[config.mk]
export PLATFORM = sky130hd
export DESIGN_NAME = spi_fifo_irq_ctrl
export DESIGN_NICKNAME = d
export VERILOG_FILES = /design/src/rtl/spi_fq_pkg.sv /design/src/rtl/spi_fq_ring.sv /design/src/rtl/spi_fq_irq.sv /design/src/rtl/spi_fq_start.sv /design/src/rtl/spi_fifo_irq_ctrl.sv
export SDC_FILE = /design/constraint.sdc
export NUM_CORES = 1
export LEC_CHECK = 0
export ABC_AREA = 1
export BUFFER_PORTS_ARGS = -buffer_cell sky130_fd_sc_hd__buf_4
export CAP_MARGIN = 30
export CORE_AREA = 2 2 125 127
export DETAILED_ROUTE_END_ITERATION = 10
export DIE_AREA = 0 0 127 129
export GPL_TIMING_DRIVEN = 0
export SYNTH_ARGS = -nofsm -noshare
export SYNTH_HDL_FRONTEND = slang
export SYNTH_SLANG_ARGS = --single-unit
[constraint.sdc]
create_clock -name clk -period 5.8 [get_ports clk]
set_input_delay 0 -clock clk [delete_from_list [all_inputs] [get_ports clk]]
set_output_delay 0 -clock clk [all_outputs]
set_load 0.05 [all_outputs]
[src/rtl/spi_fq_pkg.sv]
package spi_fq_pkg;

    localparam int FQ_DATA_W = 8;
    localparam int FQ_DEPTH  = 4;
    localparam int FQ_LVL_W  = 2;

    typedef enum logic [FQ_LVL_W-1:0] {
        LVL_ONE   = 2'b00,
        LVL_TWO   = 2'b01,
        LVL_THREE = 2'b10,
        LVL_FOUR  = 2'b11
    } fq_lvl_e;

    typedef struct packed {
        fq_lvl_e lvl;
        logic    tx_purge;
        logic    rx_purge;
        logic    start_on_wr;
        logic    rx_replace;
    } fq_cfg_t;

    // Byte-count threshold selected by a level code.
    function automatic int unsigned fq_thresh(input fq_lvl_e lvl);
        return int'(lvl) + 1;
    endfunction

endpackage

[src/rtl/spi_fq_ring.sv]
module spi_fq_ring #(
    parameter  int DATA_W = spi_fq_pkg::FQ_DATA_W,
    parameter  int DEPTH  = spi_fq_pkg::FQ_DEPTH,
    localparam int PTR_W  = (DEPTH > 1) ? $clog2(DEPTH) : 1,
    localparam int CNT_W  = $clog2(DEPTH + 1)
) (
    input  logic              clk,
    input  logic              rst,
    input  logic              purge,
    input  logic              push,
    input  logic [DATA_W-1:0] push_data,
    input  logic              replace_last,
    input  logic              pop,
    output logic [DATA_W-1:0] head,
    output logic [CNT_W-1:0]  count,
    output logic              empty,
    output logic              push_ok,
    output logic              overflow
);

    logic [DATA_W-1:0] mem [DEPTH];
    logic [PTR_W-1:0]  rd_ptr, wr_ptr, last_ptr;
    logic [CNT_W-1:0]  cnt;
    logic              is_full, is_empty, do_pop, do_push, do_ovf;

    function automatic logic [PTR_W-1:0] bump(input logic [PTR_W-1:0] p);
        return (p == PTR_W'(DEPTH - 1)) ? '0 : p + 1'b1;
    endfunction

    assign is_full  = (cnt == CNT_W'(DEPTH));
    assign is_empty = (cnt == '0);
    assign do_pop   = pop && !is_empty && !purge;
    assign do_push  = push && !purge && (!is_full || do_pop);
    assign do_ovf   = push && !purge && is_full && !do_pop;
    assign last_ptr = (wr_ptr == '0) ? PTR_W'(DEPTH - 1) : wr_ptr - 1'b1;

    always_ff @(posedge clk) begin
        if (rst || purge) begin
            rd_ptr <= '0;
            wr_ptr <= '0;
            cnt    <= '0;
        end else begin
            if (do_push) wr_ptr <= bump(wr_ptr);
            if (do_pop)  rd_ptr <= bump(rd_ptr);
            case ({do_push, do_pop})
                2'b10:   cnt <= cnt + 1'b1;
                2'b01:   cnt <= cnt - 1'b1;
                default: cnt <= cnt;
            endcase
        end
    end

    always_ff @(posedge clk) begin
        if (!rst) begin
            if (do_push)
                mem[wr_ptr] <= push_data;
            else if (do_ovf && replace_last)
                mem[last_ptr] <= push_data;
        end
    end

    assign head     = mem[rd_ptr];
    assign count    = cnt;
    assign empty    = is_empty;
    assign push_ok  = do_push;
    assign overflow = do_ovf;

    AST_RING_CNT_BOUND: assert property (@(posedge clk) disable iff (rst)
        cnt <= CNT_W'(DEPTH));

    AST_RING_NO_GROW_FULL: assert property (@(posedge clk) disable iff (rst)
        is_full && !pop && !purge |=> cnt == CNT_W'(DEPTH));

    AST_RING_PURGE_EMPTIES: assert property (@(posedge clk) disable iff (rst)
        purge |=> cnt == '0);

endmodule

[src/rtl/spi_fq_irq.sv]
module spi_fq_irq #(
    parameter  int DEPTH = spi_fq_pkg::FQ_DEPTH,
    localparam int CNT_W = $clog2(DEPTH + 1)
) (
    input  logic                 clk,
    input  logic                 rst,
    input  spi_fq_pkg::fq_cfg_t  cfg,
    input  logic [CNT_W-1:0]     tx_cnt,
    input  logic [CNT_W-1:0]     rx_cnt,
    output logic                 tx_irq,
    output logic                 rx_irq
);

    logic [CNT_W-1:0] thr;
    logic [CNT_W-1:0] tx_free;
    logic             rx_full;

    assign thr     = CNT_W'(spi_fq_pkg::fq_thresh(cfg.lvl));
    assign tx_free = CNT_W'(DEPTH) - tx_cnt;
    assign rx_full = (rx_cnt == CNT_W'(DEPTH));

    always_comb begin
        tx_irq = cfg.start_on_wr && (tx_free >= thr);
        rx_irq = !cfg.start_on_wr && !cfg.rx_purge && ((rx_cnt >= thr) || rx_full);
    end

    AST_IRQ_EXCLUSIVE: assert property (@(posedge clk) disable iff (rst)
        !(tx_irq && rx_irq));

    AST_RX_IRQ_PURGE_QUIET: assert property (@(posedge clk) disable iff (rst)
        cfg.rx_purge |-> !rx_irq);

    AST_RX_IRQ_ON_FULL: assert property (@(posedge clk) disable iff (rst)
        !cfg.start_on_wr && !cfg.rx_purge && rx_cnt == CNT_W'(DEPTH) |-> rx_irq);

endmodule

[src/rtl/spi_fq_start.sv]
module spi_fq_start (
    input  logic clk,
    input  logic rst,
    input  logic start_on_wr,
    input  logic wr_accepted,
    input  logic rd_req,
    output logic start
);

    always_ff @(posedge clk) begin
        if (rst) start <= 1'b0;
        else     start <= start_on_wr ? wr_accepted : rd_req;
    end

    AST_START_ON_WRITE: assert property (@(posedge clk) disable iff (rst)
        start_on_wr && wr_accepted |=> start);

    AST_START_ON_READ: assert property (@(posedge clk) disable iff (rst)
        !start_on_wr && rd_req |=> start);

    AST_START_HAS_CAUSE: assert property (@(posedge clk) disable iff (rst)
        start |-> $past(wr_accepted || rd_req));

endmodule

[src/rtl/spi_fifo_irq_ctrl.sv]
module spi_fifo_irq_ctrl #(
    parameter  int DATA_W = spi_fq_pkg::FQ_DATA_W,
    parameter  int DEPTH  = spi_fq_pkg::FQ_DEPTH,
    localparam int CNT_W  = $clog2(DEPTH + 1)
) (
    input  logic              clk,
    input  logic              rst,
    input  logic [1:0]        cfg_irq_lvl,
    input  logic              cfg_tx_purge,
    input  logic              cfg_rx_purge,
    input  logic              cfg_start_on_wr,
    input  logic              cfg_rx_replace,
    input  logic              host_wr_en,
    input  logic [DATA_W-1:0] host_wr_data,
    input  logic              host_rd_en,
    output logic [DATA_W-1:0] host_rd_data,
    input  logic              host_stat_rd,
    output logic              eng_start,
    output logic              eng_tx_valid,
    output logic [DATA_W-1:0] eng_tx_data,
    input  logic              eng_tx_ready,
    input  logic              eng_rx_valid,
    input  logic [DATA_W-1:0] eng_rx_data,
    output logic              tx_irq,
    output logic              rx_irq,
    output logic              rx_ovf,
    output logic [CNT_W-1:0]  tx_count,
    output logic [CNT_W-1:0]  rx_count
);

    import spi_fq_pkg::*;

    fq_cfg_t           cfg;
    logic [DATA_W-1:0] tx_head, rx_head;
    logic              tx_empty, rx_empty;
    logic              tx_push_ok, rx_push_ok;
    logic              tx_drop, rx_over;
    logic              tx_pop;
    logic              ovf_q;

    assign cfg.lvl         = fq_lvl_e'(cfg_irq_lvl);
    assign cfg.tx_purge    = cfg_tx_purge;
    assign cfg.rx_purge    = cfg_rx_purge;
    assign cfg.start_on_wr = cfg_start_on_wr;
    assign cfg.rx_replace  = cfg_rx_replace;

    assign eng_tx_valid = !tx_empty && !cfg.tx_purge;
    assign tx_pop       = eng_tx_valid && eng_tx_ready;

    spi_fq_ring #(.DATA_W(DATA_W), .DEPTH(DEPTH)) tx_ring_i (
        .clk          (clk),
        .rst          (rst),
        .purge        (cfg.tx_purge),
        .push         (host_wr_en),
        .push_data    (host_wr_data),
        .replace_last (1'b0),
        .pop          (tx_pop),
        .head         (tx_head),
        .count        (tx_count),
        .empty        (tx_empty),
        .push_ok      (tx_push_ok),
        .overflow     (tx_drop)
    );

    spi_fq_ring #(.DATA_W(DATA_W), .DEPTH(DEPTH)) rx_ring_i (
        .clk          (clk),
        .rst          (rst),
        .purge        (cfg.rx_purge),
        .push         (eng_rx_valid),
        .push_data    (eng_rx_data),
        .replace_last (cfg.rx_replace),
        .pop          (host_rd_en),
        .head         (rx_head),
        .count        (rx_count),
        .empty        (rx_empty),
        .push_ok      (rx_push_ok),
        .overflow     (rx_over)
    );

    assign eng_tx_data  = tx_head;
    assign host_rd_data = rx_empty ? '0 : rx_head;

    spi_fq_irq #(.DEPTH(DEPTH)) irq_i (
        .clk    (clk),
        .rst    (rst),
        .cfg    (cfg),
        .tx_cnt (tx_count),
        .rx_cnt (rx_count),
        .tx_irq (tx_irq),
        .rx_irq (rx_irq)
    );

    spi_fq_start start_i (
        .clk         (clk),
        .rst         (rst),
        .start_on_wr (cfg.start_on_wr),
        .wr_accepted (tx_push_ok),
        .rd_req      (host_rd_en),
        .start       (eng_start)
    );

    always_ff @(posedge clk) begin
        if (rst)               ovf_q <= 1'b0;
        else if (rx_over)      ovf_q <= 1'b1;
        else if (host_stat_rd) ovf_q <= 1'b0;
    end
    assign rx_ovf = ovf_q;

    AST_TX_PURGE_NO_VALID: assert property (@(posedge clk) disable iff (rst)
        cfg_tx_purge |-> !eng_tx_valid);

    AST_TX_FULL_DROP: assert property (@(posedge clk) disable iff (rst)
        tx_drop && !cfg_tx_purge |=> tx_count == CNT_W'(DEPTH));

    AST_RX_PURGE_DISCARD: assert property (@(posedge clk) disable iff (rst)
        cfg_rx_purge |=> rx_count == '0);

    AST_RX_PUSH_GROWS: assert property (@(posedge clk) disable iff (rst)
        rx_push_ok && !host_rd_en |=> rx_count != '0);

    AST_OVF_SETS: assert property (@(posedge clk) disable iff (rst)
        rx_over |=> rx_ovf);

    AST_OVF_HOLDS: assert property (@(posedge clk) disable iff (rst)
        rx_ovf && !host_stat_rd |=> rx_ovf);

endmodule

==> impl_metrics.toml <==
[status]
status = "finished, final reports clean"

[final_layout]
multi_input_area_um2 = 1190
final_area_um2 = 4820
antenna_cells = 0
area_growth_pct = 30.1
fin_nets = 484
regArea_um2 = 2320
layout-drive-gt1-share_pct = 21.7
nFillCells = 1526

[synthesis]
synthAdderAreaFrac_pct = 7.84
synth_compound_area_share_pct = 11.0
syn_area_per_cell_um2 = 10.6
synth_top_family_by_area = "simple AND/OR/NAND/NOR gates"
ys_seq_area_share_pct = 62.7
syn-num-nets = 399
synth_seq_cells = 84
ys_warn_count = 0
syn-cell-area_um2 = 3700
synthDistinctLibCells = 22
synthSimpleGateAreaFrac_pct = 13.2
synth_mux_area_share_pct = 0
synth-xor-area-share_pct = 0
synthCells = 348

[critical_path]
reg2reg_to = "tx_ring_i.mem[3][0]"
crit_path_max_fanout = 8
critical_path_class = "reg2reg"
end_kind = "register"
timing.rr.start = "tx_ring_i.count[0]"
arrival_ns = 2.57
ff2ff_path_depth = 10
reg2reg_slack_ns = 3.18
start_kind = "register"
required_ns = 5.75

[routing]
antenna_left = 0
vias_per_cell = 4.25
wl_met3_um = 258
wl_met2_mm = 3.65
top_layer_used = "met4"
wl_mm = 7.88
drc = 0
drt_iter0_markers = 94
num_vias = 2657
dr.pass1.iters = 4
met1Wirelength_mm = 3.87
wl_per_cell_um = 12.6

[power_and_ir_drop]
intPower_mw = 0.996
vdd_drop_max_uv = 110
p_sw_mw = 0.314
p_sw_share_pct = 24.0
p_per_area_nw_per_um2 = 272
power_frac_comb_pct = 9.9
p_leak_nw = 1.90
p_clk_share_pct = 39.8
p_seq_share_pct = 50.3

[cts]
clkSinkCount = 84
cts_made_buffers = 9
cts.path.max_buffers = 2
cts.root.buffer_cell = "clkbuf_16"
post_cts_buffers = 0
cts_tree = "yes"
clk_latency_ns = 0.33
clk_pin_slew_worst_paths_ns = 0.06
cts_htree_levels = 3

[global_route]
grt_pass1_wl_mm = 13.1
grt_usage_pct = 10.2
antenna_found_initial = 0
overflow = 0
grt_max_degree = 16
grt_pass1_vias = 2669

[timing]
max_slew_margin_pct = 42.1
finalSetupViolCount = 0
setup_tns_ns = 0
finalClockSkew_ns = 0.00685
worstMarginPinSlew_ns = 0.865
setup_slack_ns = 3.18
max_freq_ghz = 0.382
fin_crit_sh_pct = 45.1
layout_min_cycle_time_ns = 2.62
rsz0062_at_grt = "no"
slew_violations = 0
finalHoldViolCount = 0

[worst_hold_path]
min-delay-start = "host_rd_en"
whs_endpoint = "start_i.start"
hold_path_depth = 3
hold_class = "in2reg"

[floorplan]
ios = 56
die_h_um = 129
die_w_um = 127
die_area_um2 = 16400
initial_core_util_pct = 24.7
core_area_um2 = 15000
rows = 45

[placement]
place.gp.congestion = 0.738
postPlaceCellArea_um2 = 4350
place_hpwl_mm = 5.59
port_buffers = 55
dp_slack_ns = 3.17

[job]
maxCapViolations = 0
-- timing repair --
| item | CTS | global route |
|---|---|---|
| hold buffers | 19 | 0 |
| hold endpoints to repair | 66 | 0 |
| gates resized for setup | 0 | 0 |
-- critical path, cell delays in order (launching register included) --
cell and delay (ns):
dfxtp_1 0.38, inv_1 0.11, ha_1 0.24, ha_1 0.20, nor2_2 0.12, nand2_1 0.12
nand2_1 0.09, nand3_2 0.14, inv_2 0.11, nand2_2 0.07, nor2_1 0.66
-- power by group through the flow --
stage	combinational (mW)	sequential [mW]	clock [mW]
6_report	0.129	0.659	0.521
5_1_grt	0.143	0.660	0.565
4_1_cts	0.131	0.659	0.540
3_5_place_dp	0.120	0.672	0
3_3_place_gp	0.118	0.672	0
2_1_floorplan	0.0667	0.678	0
-- synth_stat cells, drive strengths merged --
master  instances  area [um^2]
o211ai          1         7.51
inv            43          161
buf             6         32.5
nand3          12         75.1
nand2          18         75.1
a21oi          20          100
o22ai           8         50.1
o211a           1         10.0
nor2           84          335
edfxtp         64         1920
fa              2         40.0
ha             20          250
o21ai          48          240
nor3            1         5.00
dfxtp          20          400
-- stage by stage --
| step | power, mW | cells | utilization (%) | hold slack [ns] |
|---|---|---|---|---|
| floorplan | 0.744 | 348 | - | 0.0724 |
| global placement | 0.790 | 591 | 29.1 | 0.203 |
| finish | 1.31 | 625 | 32.2 | 0.0153 |
| CTS | 1.33 | 625 | 32.2 | 0.00146 |
| global route | 1.37 | 625 | 32.2 | 0.0507 |
| detailed placement | 0.793 | 591 | 29.1 | 0.207 |
-- area by class of cell --
type,count,share of cell area (%)
Sequential cell,84,48.2
Multi-Input combinational cell,215,24.7
Timing Repair Buffer,74,12.5
Tap cell,188,4.88
Clock buffer,9,4.67
Inverter,43,3.35
Clock inverter,6,1.04
Buffer,6,0.675
-- per-layer routing --
metal | vias up | global-route usage (%)
met3 | 7 | 2.66
met1 | 1233 | 13.3
met4 | 0 | 3.30
li1 | 1360 | -
met2 | 57 | 16.7
met5 | - | 0
-- worst max-delay path by stage --
stage	start	endpoint	slack [ns]	cells past startpoint
6_report	tx_ring_i.count[0]	tx_ring_i.mem[3][0]	3.18	10
5_1_grt	tx_ring_i.count[0]	tx_ring_i.mem[2][3]	2.90	10
4_1_cts	tx_ring_i.count[0]	tx_ring_i.mem[3][3]	3.15	10
3_5_place_dp	tx_ring_i.count[0]	tx_ring_i.mem[3][2]	3.17	10
3_3_place_gp	tx_ring_i.count[0]	tx_ring_i.mem[3][2]	3.22	10
2_1_floorplan	tx_ring_i.count[0]	tx_ring_i.count[2]	2.77	13
-- flip-flops by register name, summed over array words and instances, names as in the netlist, named ones only --
name / cells
rx_ring_i.wr_ptr: 2
tx_ring_i.count: 3
tx_ring_i.mem: 32
rx_ring_i.count: 3
rx_ring_i.mem: 32
rx_ring_i.rd_ptr: 2
start_i.start: 1
tx_ring_i.wr_ptr: 2
tx_ring_i.rd_ptr: 2
rx_ovf: 1
-- logic make-up after synthesis --
kind of cell	after synthesis
simple gates	115
flops	84
compound gates	78
buf+inv	49
fa+ha+maj	22
-- cells in the final DEF, fill, tap and decap left out, types with 3 or more instances in the layout --
cell type,n
nor2_1,80
edfxtp_1,64
buf_4,56
inv_1,34
o21ai_0,25
o21ai_1,23
a21oi_1,20
ha_1,20
dfxtp_1,20
dlygate4sd3_1,19
nand2_1,15
inv_2,9
nand3_1,9
clkbuf_16,9
o22ai_1,8
buf_2,5
nand2_2,3
nand3_2,3
(Power assumes the default switching activity.)
